==> src/rtl/ep_mgr_pkg.sv <==
package ep_mgr_pkg;

  // Per-endpoint command bundle decoded by the top level each cycle.
  typedef struct packed {
    logic ep_clr;    // endpoint reset takes effect
    logic tog_clr;   // clear data toggle
    logic tog_flip;  // transfer done: flip toggle
    logic ptr_inc;   // bank access: advance pointer
    logic stp_set;   // setup packet arrived
    logic stp_clr;   // write-1 clear of setup flag
  } slot_cmd_t;

endpackage

==> src/rtl/ep_slot.sv <==
module ep_slot
  import ep_mgr_pkg::*;
#(
  parameter int PTR_W  = 6,
  parameter bit IS_EP0 = 1'b0
) (
  input  logic             clk,
  input  logic             rst_n,
  input  slot_cmd_t        cmd,
  input  logic             bus_rst,
  input  logic             en_we,
  input  logic             en_wdata,
  output logic             en_o,
  output logic             tog_o,
  output logic [PTR_W-1:0] ptr_o,
  output logic             stp_o
);

  logic             en_q, tog_q, stp_q;
  logic             en_d, tog_d, stp_d;
  logic [PTR_W-1:0] ptr_q, ptr_d;
  logic             wipe, upd;

  // Bus reset wipes endpoint 0 only; otherwise an endpoint reset wipes.
  assign wipe = bus_rst ? IS_EP0 : cmd.ep_clr;
  assign upd  = bus_rst | en_we | (|cmd);

  always_comb begin
    en_d  = en_q;
    tog_d = tog_q;
    ptr_d = ptr_q;
    stp_d = stp_q;
    if (bus_rst) begin
      en_d = IS_EP0 ? en_q : 1'b0;
      if (IS_EP0) tog_d = 1'b0;
    end else begin
      if (en_we) en_d = en_wdata;
      if (cmd.tog_clr)              tog_d = 1'b0;
      else if (cmd.tog_flip && en_q) tog_d = ~tog_q;
    end
    if (wipe) begin
      ptr_d = '0;
      stp_d = 1'b0;
    end else if (!bus_rst) begin
      if (cmd.ptr_inc && en_q) ptr_d = ptr_q + 1'b1;
      if (cmd.stp_set && en_q) stp_d = 1'b1;
      else if (cmd.stp_clr)    stp_d = 1'b0;
    end
  end

  always_ff @(posedge clk or negedge rst_n) begin
    if (!rst_n) begin
      en_q  <= IS_EP0;
      tog_q <= 1'b0;
      ptr_q <= '0;
      stp_q <= 1'b0;
    end else if (upd) begin
      en_q  <= en_d;
      tog_q <= tog_d;
      ptr_q <= ptr_d;
      stp_q <= stp_d;
    end
  end

  assign en_o  = en_q;
  assign tog_o = tog_q;
  assign ptr_o = ptr_q;
  assign stp_o = stp_q;

endmodule

==> src/rtl/ep_sel.sv <==
module ep_sel #(
  parameter int NUM_EP = 7,
  parameter int EPN_W  = 3
) (
  input  logic             clk,
  input  logic             rst_n,
  input  logic             sel,
  input  logic             we,
  input  logic [EPN_W-1:0] wdata,
  input  logic             rdy_we,
  input  logic             rdy_wdata,
  output logic [EPN_W-1:0] cpu_ep,
  output logic [EPN_W-1:0] dfc_ep,
  output logic [EPN_W-1:0] rdata,
  output logic             dfc_rdy
);

  logic [EPN_W-1:0] cpu_q, dfc_q;
  logic             rdy_q;
  logic             wr_ok, cpu_en, dfc_en;

  assign wr_ok  = we && (int'(wdata) < NUM_EP);
  assign cpu_en = wr_ok && !sel;
  assign dfc_en = wr_ok && sel;

  always_ff @(posedge clk or negedge rst_n) begin
    if (!rst_n) begin
      cpu_q <= '0;
      dfc_q <= '0;
      rdy_q <= 1'b0;
    end else begin
      if (cpu_en) cpu_q <= wdata;
      if (dfc_en) dfc_q <= wdata;
      if (rdy_we) rdy_q <= rdy_wdata;
    end
  end

  assign cpu_ep  = cpu_q;
  assign dfc_ep  = dfc_q;
  assign rdata   = sel ? dfc_q : cpu_q;
  assign dfc_rdy = rdy_q;

endmodule

==> src/rtl/ep_state_mgr.sv <==
module ep_state_mgr
  import ep_mgr_pkg::*;
#(
  parameter int NUM_EP = 7,
  parameter int PTR_W  = 6,
  localparam int EPN_W = $clog2(NUM_EP)
) (
  input  logic              clk,
  input  logic              rst_n,
  input  logic              en_we,
  input  logic [NUM_EP-1:0] en_wdata,
  output logic [NUM_EP-1:0] en_vec,
  input  logic              eprst_we,
  input  logic [NUM_EP-1:0] eprst_wdata,
  output logic [NUM_EP-1:0] eprst_rdata,
  input  logic              rstdt_cmd,
  input  logic              epnum_sel,
  input  logic              epnum_we,
  input  logic [EPN_W-1:0]  epnum_wdata,
  output logic [EPN_W-1:0]  epnum_rdata,
  input  logic              dfc_rdy_we,
  input  logic              dfc_rdy_wdata,
  output logic              dfc_grant,
  input  logic              cpu_acc,
  input  logic              dfc_acc,
  output logic [PTR_W-1:0]  cpu_ptr,
  output logic [PTR_W-1:0]  dfc_ptr,
  input  logic              xfer_ok,
  input  logic [EPN_W-1:0]  xfer_ep,
  output logic [NUM_EP-1:0] tog_vec,
  input  logic              setup_rx,
  input  logic [EPN_W-1:0]  setup_ep,
  input  logic              setup_clr,
  output logic [NUM_EP-1:0] ep_int,
  input  logic              bus_rst,
  input  logic              hs_det,
  input  logic              eorst_clr,
  output logic              eorst_int,
  output logic              speed_hs
);

  // Reset: asserted asynchronously, released on the clock.
  logic [1:0] rst_sync;
  logic       srst_n;
  always_ff @(posedge clk or negedge rst_n) begin
    if (!rst_n) rst_sync <= 2'b00;
    else        rst_sync <= {rst_sync[0], 1'b1};
  end
  assign srst_n = rst_sync[1];

  logic [EPN_W-1:0] cpu_ep, dfc_ep;
  logic             dfc_rdy;

  ep_sel #(.NUM_EP(NUM_EP), .EPN_W(EPN_W)) u_sel (
    .clk      (clk),
    .rst_n    (srst_n),
    .sel      (epnum_sel),
    .we       (epnum_we),
    .wdata    (epnum_wdata),
    .rdy_we   (dfc_rdy_we),
    .rdy_wdata(dfc_rdy_wdata),
    .cpu_ep   (cpu_ep),
    .dfc_ep   (dfc_ep),
    .rdata    (epnum_rdata),
    .dfc_rdy  (dfc_rdy)
  );

  logic             live;
  logic [PTR_W-1:0] ptr_arr [NUM_EP];
  slot_cmd_t        cmd     [NUM_EP];
  logic [NUM_EP-1:0] eprst_q, eprst_d;
  logic              eprst_upd;

  assign live      = ~bus_rst;
  assign dfc_grant = dfc_rdy & en_vec[dfc_ep];

  for (genvar i = 0; i < NUM_EP; i++) begin : g_ep
    assign cmd[i].ep_clr   = live & eprst_q[i];
    assign cmd[i].tog_clr  = live & rstdt_cmd & (cpu_ep == EPN_W'(i));
    assign cmd[i].tog_flip = live & xfer_ok & (xfer_ep == EPN_W'(i));
    assign cmd[i].ptr_inc  = live & ((cpu_acc & (cpu_ep == EPN_W'(i))) |
                                     (dfc_acc & dfc_grant & (dfc_ep == EPN_W'(i))));
    assign cmd[i].stp_set  = live & setup_rx & (setup_ep == EPN_W'(i));
    assign cmd[i].stp_clr  = live & setup_clr & (cpu_ep == EPN_W'(i));

    ep_slot #(.PTR_W(PTR_W), .IS_EP0(i == 0)) u_slot (
      .clk     (clk),
      .rst_n   (srst_n),
      .cmd     (cmd[i]),
      .bus_rst (bus_rst),
      .en_we   (en_we),
      .en_wdata(en_wdata[i]),
      .en_o    (en_vec[i]),
      .tog_o   (tog_vec[i]),
      .ptr_o   (ptr_arr[i]),
      .stp_o   (ep_int[i])
    );
  end

  assign cpu_ptr = ptr_arr[cpu_ep];
  assign dfc_ptr = ptr_arr[dfc_ep];

  // Endpoint-reset register: bits for enabled endpoints live one cycle.
  assign eprst_upd = eprst_we | (|eprst_q) | bus_rst;
  always_comb begin
    eprst_d = '0;
    if (!bus_rst && eprst_we) eprst_d = eprst_wdata & en_vec;
  end

  always_ff @(posedge clk or negedge srst_n) begin
    if (!srst_n)        eprst_q <= '0;
    else if (eprst_upd) eprst_q <= eprst_d;
  end
  assign eprst_rdata = eprst_q;

  // End of bus reset: flag and speed latch.
  logic bus_rst_q, eorst_q, eorst_d, speed_q, speed_d, rst_done;
  assign rst_done = bus_rst_q & ~bus_rst;

  always_comb begin
    eorst_d = eorst_q;
    speed_d = speed_q;
    if (rst_done) begin
      eorst_d = 1'b1;
      speed_d = hs_det;
    end else if (eorst_clr) begin
      eorst_d = 1'b0;
    end
  end

  always_ff @(posedge clk or negedge srst_n) begin
    if (!srst_n) begin
      bus_rst_q <= 1'b0;
      eorst_q   <= 1'b0;
      speed_q   <= 1'b0;
    end else begin
      bus_rst_q <= bus_rst;
      eorst_q   <= eorst_d;
      speed_q   <= speed_d;
    end
  end

  assign eorst_int = eorst_q;
  assign speed_hs  = speed_q;

endmodule

==> config.mk <==
export PLATFORM = sky130hd
export DESIGN_NAME = ep_state_mgr
export DESIGN_NICKNAME = d
export VERILOG_FILES = /design/src/rtl/ep_mgr_pkg.sv /design/src/rtl/ep_slot.sv /design/src/rtl/ep_sel.sv /design/src/rtl/ep_state_mgr.sv
export SDC_FILE = /design/constraint.sdc
export NUM_CORES = 1
export LEC_CHECK = 0
export ABC_CLOCK_PERIOD_IN_PS = 6100
export BUFFER_PORTS_ARGS = -buffer_cell sky130_fd_sc_hd__buf_4
export CAP_MARGIN = 20
export CELL_PAD_IN_SITES_DETAIL_PLACEMENT = 1
export CELL_PAD_IN_SITES_GLOBAL_PLACEMENT = 2
export CORE_MARGIN = 5
export CORE_UTILIZATION = 38
export DETAILED_ROUTE_END_ITERATION = 6
export PLACE_DENSITY = 0.95
export SKIP_LAST_GASP = 1
export SYNTH_ARGS = -nofsm -noshare
export SYNTH_HDL_FRONTEND = slang
export SYNTH_SLANG_ARGS = --single-unit
==> constraint.sdc <==
create_clock -name clk -period 6.1 [get_ports clk]
set_clock_uncertainty 0.2 [all_clocks]
set_input_delay 0.61 -clock clk [delete_from_list [all_inputs] [get_ports clk]]
set_output_delay 0.61 -clock clk [all_outputs]
set_load 0.01 [all_outputs]
==> impl_metrics.csv, run 1 <==
group,metric,value,unit
power_and_ir_drop,leakage,2.66,nW
placement,port_buffers,85,
detailed_routing,vias,4308,
floorplan,core_area,0.0131,sq mm
global_route,overflow,0,
logic_synthesis,synth_flop_cell,"dfrtp_1",
logic_synthesis,synth_fp_nets,564,
detailed_routing,viasPerCell,5.73,
timing,finalCritPeriodShare,53.1,%
global_route,grtUsageMet3,3.37,%
floorplan,io_pins,86,
power_and_ir_drop,total_power,1.57,mW
layout,instances_no_fill,752,
floorplan,initial_utilization,38.4,%
critical_path,end_kind,"output port",
timing,final-hold-violation-count,0,
timing,slew_headroom,31.3,%
detailed_routing,wl_per_cell,21.3,um
timing,final_max_slew_viol_count,0,
detailed_routing,detail-route-antenna-nets,0,
status,status,"finished, final reports clean",
global_route,grt_pass1_vias,4734,
power_and_ir_drop,intPower,1.09,mW
placement,post-dp-hpwl,11700,um
timing,setup_viol,0,
cts,post_cts_buffers,0,
cts,cts_root_buf,"clkbuf_16",
cts,clock_sinks,82,
cts,clk_pin_slew,0.06,ns
logic_synthesis,avgSynthCellArea,9.71,sq um
critical_path,cp_max_fo,22,
timing,finalSetupTns,0,ns
critical_path,r2r-end,"g_ep[6].u_slot.ptr_o[5]",
logic_synthesis,yosys.area.top_type_share,40.4,%
layout,diodes,0,
logic_synthesis,yosys.area.top_type,"dfrtp_1",
power_and_ir_drop,comb_power_share,20.3,%
floorplan,die_w,125,um
power_and_ir_drop,swShare,30.7,%
global_route,use_met2,37.0,%
global_route,grt_pass1_wl,25900,um
global_route,gr-usage-met1,24.0,%
cts,clk_latency,0.35,ns
global_route,grt_usage,20.5,%
global_route,antenna_found_initial,0,
logic_synthesis,async_reset_ff_share,100,%
detailed_routing,routed_wl,16000,um
cts,cts_max_level,3,
layout,nNetsFinal,618,
power_and_ir_drop,vdd.ir_drop.worst,0.128,mV
cts,ctsLongestPathBuffers,2,
placement,place_inst,733,
layout,drive_gt1_share,22.9,%
logic_synthesis,yosysSeqAreaShare,40.9,%
floorplan,die_h,125,um
power_and_ir_drop,clkPwrFrac,35.1,%
cts,cts_tree,"yes",
layout,syn_to_final_growth,18.5,%
run,cap_violations,0,
logic_synthesis,synth-edff-count,0,
critical_path,worst_ep_required_time,5.29,ns
critical_path,critical_path_arrival,2.43,ns
timing,max_freq,0.309,GHz
critical_path,ff2ff_setup_slack,3.27,ns
global_route,grt_max_degree,81,
timing,layout_min_cycle_time,3.24,ns
power_and_ir_drop,power_density,264,mW/mm^2
floorplan,die-area,0.0156,sq mm
power_and_ir_drop,power.share.sequential,44.7,%
timing,rsz0062_at_grt,"no",
logic_synthesis,syn-cell-area,0.00502,sq mm
logic_synthesis,synthTopCellsByArea,"dfrtp_1 40%, a21oi_1 6.4%, mux4_2 5.8%",
logic_synthesis,ys_seq_elements,82,
critical_path,worst-setup-path-type,"reg -> out",
critical_path,worstSetupStartpointType,"flip-flop",
worst_hold_path,hold_class,"reg -> async",
placement,gp_congestion,0.906,
logic_synthesis,yosysWarnings,0,
detailed_routing,first_iter_violations,294,
critical_path,ff2ff_path_depth,4,
cts,cts_buffers,9,
logic_synthesis,postSynthCellCount,517,
detailed_routing,drtPass1Iterations,4,
detailed_routing,drc,0,
timing,worst_pin_slew,1.03,ns
critical_path,rr_startpoint,"u_sel.dfc_ep[0]",
power_and_ir_drop,switchingPower,483,uW
logic_synthesis,synth.distinct_cells,58,
global_route,busiest_layer,"met2",
floorplan,rows,42,
metrics by stage:
| step | instance area, sq um | util, % | hold slack [ns] | setup slack, ns |
|---|---|---|---|---|
| 3_3_place_gp | 5600 | 42.8 | 0.140 | 3.30 |
| 5_1_grt | 5950 | 45.4 | 0.105 | 2.69 |
| 3_5_place_dp | 5600 | 42.8 | 0.144 | 3.21 |
| 6_report | 5950 | 45.4 | 0.0975 | 2.86 |
| 4_1_cts | 5910 | 45.2 | 0.162 | 2.83 |
| 2_1_floorplan | 5020 | - | 0.114 | 3.45 |
Yosys cell counts (all sizes together) (3+ instances only):
cell type,n
a21oi,64
and2,6
buf,37
a32o,3
xor2,6
or4,5
mux4,13
inv,10
nor3b,4
mux2,5
and3b,7
nor2,49
nand4b,5
a32oi,11
nand4,7
mux2i,23
o22a,6
or3,18
xnor2,7
nand2,32
nand3,11
dfrtp,81
clkbuf,8
nor2b,16
nor3,3
ha,7
o21ai,27
and3,11
a31o,3
worst max path at each step:
stage | to | startpoint | cells past startpoint | slack (ns)
2_1_floorplan | bus_rst_q | rst_sync[1] | 0 | 3.45
3_3_place_gp | dfc_grant | u_sel.dfc_ep[0] | 4 | 3.30
3_5_place_dp | dfc_grant | u_sel.dfc_ep[0] | 4 | 3.21
4_1_cts | dfc_grant | u_sel.dfc_ep[0] | 4 | 2.83
5_1_grt | dfc_grant | u_sel.dfc_ep[0] | 4 | 2.69
6_report | dfc_grant | u_sel.dfc_ep[0] | 4 | 2.86
what timing repair did:
item / 4_1_cts / 5_1_grt
resized for setup: 0 / 0
endpoints found under the hold margin: 2 / 7
hold buffers: 1 / 1
cell families (layout without fill, tap and decap cells):
kind of cell,Yosys count,in the layout,share of synthesized area (%)
and+or+nand+nor,188,188,20.8
AOI/OAI and AO/OA,129,129,16.3
DFF,82,82,40.9
buffers and inverters,56,115,6.41
muxes,41,41,11.5
xor gates and xnor gates,13,13,2.27
adders and majority gates,7,7,1.74
other,1,1,0.0747
layout make-up:
cell class | count | area, sq um
clock inverter | 4 | 51.3
clock buffer | 12 | 246
multi-input combinational | 379 | 2650
inverter | 11 | 41.3
timing repair buffer | 88 | 686
tap | 176 | 220
sequential | 82 | 2060
fill | 1461 | 7140
sequential cells by signal (all words and copies together), names as in the netlist:
register / count
g_ep.u_slot.ptr_o: 42
eprst_rdata: 7
g_ep.u_slot.en_o: 7
g_ep.u_slot.stp_o: 7
g_ep.u_slot.tog_o: 7
u_sel.cpu_ep: 3
u_sel.dfc_ep: 3
rst_sync: 2
bus_rst_q: 1
eorst_int: 1
speed_hs: 1
u_sel.dfc_rdy: 1
per-layer routing:
layer / routed length [um] / share of wire (%)
met1: 6410 / 40
met2: 8520 / 53
met3: 454 / 2.8
met4: 640 / 4.0
met5: 0 / 0
power groups by stage:
stage	Sequential, mW	Clock (mW)	Combinational, mW
2_1_floorplan	0.653	0	0.241
3_3_place_gp	0.713	0	0.292
4_1_cts	0.711	0.563	0.311
6_report	0.701	0.550	0.319
5_1_grt	0.711	0.582	0.347
3_5_place_dp	0.718	0	0.305
cells in the final DEF (no fill, tap or decap), types with 10 or more instances in the layout:
| master | synthesis | final |
|---|---|---|
| mux4_2 | 13 | 13 |
| nand2_1 | 32 | 32 |
| mux2i_1 | 23 | 23 |
| dfrtp_1 | 81 | 80 |
| nor2_1 | 49 | 49 |
| inv_1 | 10 | 10 |
| o21ai_0 | 27 | 27 |
| or3_1 | 18 | 18 |
| nand3_1 | 11 | 11 |
| a21oi_1 | 64 | 64 |
| and3_1 | 11 | 11 |
| buf_4 | 26 | 85 |
| nor2b_1 | 16 | 16 |
critical path, stage by stage, from the launching register on:
cell      delay, ns
dfrtp_1        0.75
nor2b_1        0.72
a21oi_1        0.15
a211oi_1       0.28
buf_4          0.17
(Power assumes the default switching activity.)
==> run 2, diff against run 1 <==
--- a/config.mk
+++ b/config.mk
@@ -5,15 +5,15 @@
 export SDC_FILE = /design/constraint.sdc
 export NUM_CORES = 1
 export LEC_CHECK = 0
-export ABC_CLOCK_PERIOD_IN_PS = 6100
+export ABC_CLOCK_PERIOD_IN_PS = 3100
 export BUFFER_PORTS_ARGS = -buffer_cell sky130_fd_sc_hd__buf_4
 export CAP_MARGIN = 20
 export CELL_PAD_IN_SITES_DETAIL_PLACEMENT = 1
 export CELL_PAD_IN_SITES_GLOBAL_PLACEMENT = 2
 export CORE_MARGIN = 5
-export CORE_UTILIZATION = 38
+export CORE_UTILIZATION = 35
 export DETAILED_ROUTE_END_ITERATION = 6
-export PLACE_DENSITY = 0.95
+export PLACE_DENSITY = 0.91
 export SKIP_LAST_GASP = 1
 export SYNTH_ARGS = -nofsm -noshare
 export SYNTH_HDL_FRONTEND = slang
==> constraint.sdc (replaced) <==
create_clock -name clk -period 3.1 [get_ports clk]
set_clock_uncertainty 0.2 [all_clocks]
set_input_delay 0.31 -clock clk [delete_from_list [all_inputs] [get_ports clk]]
set_output_delay 0.31 -clock clk [all_outputs]
set_load 0.01 [all_outputs]
==> impl_metrics.csv, run 2 (synthesized netlist as in run 1, its figures left out) <==
group,metric,value,unit
status,status,"finished, final reports clean",
floorplan,die_w,130,um
layout,largest_reg_flops,42,
timing,setup_ws,0.293,ns
layout,fin_util,43.5,%
critical_path,worst_ep_required_time,2.59,ns
placement,port_buffers,85,
global_route,antenna_found_initial,0,
worst_hold_path,hold-path-endpoint,"eprst_rdata[4]",
timing,layout_min_cycle_time,2.81,ns
critical_path,cp_num_buf_inv,2,
timing,setup_viol,0,
timing,final_max_slew_viol_count,0,
critical_path,max_stage_delay,0.77,ns
critical_path,cp_common_cell,"buf_4",
timing,final-hold-violation-count,0,
timing,slew_headroom,55.9,%
power_and_ir_drop,power_density,534,mW/mm^2
cts,ctsResizeCount,0,
detailed_routing,first_iter_violations,392,
layout,drive_gt1_share,24.1,%
critical_path,critical_path_arrival,2.30,ns
layout,final_common_cell,"buf_4",
placement,gp_congestion,0.876,
worst_hold_path,holdCritStartpoint,"eprst_wdata[4]",
critical_path,ff2ff_path_depth,4,
detailed_routing,detail-route-antenna-nets,0,
placement,place_area,0.00567,sq mm
run,cap_violations,0,
global_route,overflow,0,
power_and_ir_drop,vdd.ir_drop.worst,0.384,mV
layout,instances_no_fill,768,
worst_hold_path,whs_path_depth,2,
floorplan,io_pins,86,
global_route,grt_pass1_wl,25800,um
timing,finalCritPeriodShare,90.5,%
cts,clk_pin_slew,0.06,ns
global_route,grt_usage,19.8,%
critical_path,path_cells,"buf_4, mux4_2, nor2_1, a21oi_1, buf_4",
layout,fin_area,0.00609,sq mm
detailed_routing,drc,0,
cts,ctsLongestPathBuffers,2,
floorplan,die-area,0.0168,sq mm
timing,worst_pin_slew,0.661,ns
layout,syn_to_final_growth,21.2,%
floorplan,initial_utilization,35.9,%
critical_path,ff2ff_setup_slack,0.71,ns
global_route,grt_pass1_vias,4635,
layout,final_cell_mix,"93 x buf_4, 80 x dfrtp_1, 64 x a21oi_1",
critical_path,worstSetupStartpointType,"flip-flop",
detailed_routing,wl_per_cell,20.7,um
critical_path,end_kind,"output port",
cts,cts_max_level,3,
cts,cts_tree,"yes",
critical_path,cp_max_fo,15,
layout,diodes,0,
placement,dp_slack,0.722,ns
placement,place_inst,745,
worst_hold_path,hold_class,"in -> reg",
cts,clock_sinks,82,
floorplan,die_h,130,um
timing,max_freq,0.356,GHz
critical_path,crit_family,"flip-flops",
global_route,grt_max_degree,81,
placement,post-dp-hpwl,11900,um
timing,finalSetupTns,0,ns
timing,hold_ws,0.0120,ns
floorplan,rows,43,
cts,clk_latency,0.34,ns
critical_path,slowest_stage,"dfrtp_1",
cts,cts_root_buf,"clkbuf_16",
critical_path,rr_startpoint,"u_sel.cpu_ep[0]",
critical_path,r2r-end,"g_ep[1].u_slot.ptr_o[5]",
detailed_routing,vias,4331,
power_and_ir_drop,total_power,3.25,mW
detailed_routing,drtPass1Iterations,4,
floorplan,core_area,0.0140,sq mm
critical_path,worst-setup-path-type,"reg -> out",
layout,nNetsFinal,630,
detailed_routing,viasPerCell,5.64,
layout,fill_cells,1579,
critical_path,startpoint,"u_sel.cpu_ep[0]",
timing,rsz0062_at_grt,"no",
power_and_ir_drop,leakage,2.74,nW
detailed_routing,routed_wl,15900,um
cts,cts_buffers,9,
[run 2: changes by cell type in the layout (fill, tap and decap cells not counted), sizes merged]
cell,change
buf,+8
dlygate4sd3,+4
bufinv,+1
clkinv,-1
[run 2: cell type report]
| type | instances | area (sq um) | share of cell area, % |
|---|---|---|---|
| clock buffers | 12 | 267 | 4.38 |
| clock inverters | 4 | 72.6 | 1.19 |
| inverters | 11 | 41.3 | 0.678 |
| multi-input cells | 379 | 2650 | 43.5 |
| flip-flops and latches | 82 | 2060 | 33.8 |
| well taps | 180 | 225 | 3.70 |
| repair buffers | 100 | 778 | 12.8 |
[run 2: worst max-delay path by stage]
stage	endpoint	slack, ns	cells past startpoint
after floorplan	bus_rst_q	0.45	0
after global placement	cpu_ptr[5]	0.78	5
after detailed placement	cpu_ptr[5]	0.72	5
after CTS	cpu_ptr[5]	0.31	5
after global routing	cpu_ptr[5]	0.20	5
final	cpu_ptr[5]	0.29	5
[run 2: metal layers]
metal  wire length [um]  track usage [%]  vias up
met5                  0                0        -
met4                319             5.99        0
met3                623             4.46       16
met2               8200             34.2       94
met1               6760             24.8     2209
li1                   -                -     2012
[run 2: timing repair]
action,in CTS,in global routing
hold buffers,6,0
setup buffers,0,0
endpoints found under the hold margin,6,0
[run 2: power by group]
part	switching, mW	internal, mW	total (mW)
combinational	0.346	0.344	0.690
clock	0.444	0.770	1.21
sequential	0.173	1.17	1.34
total	0.964	2.28	3.25
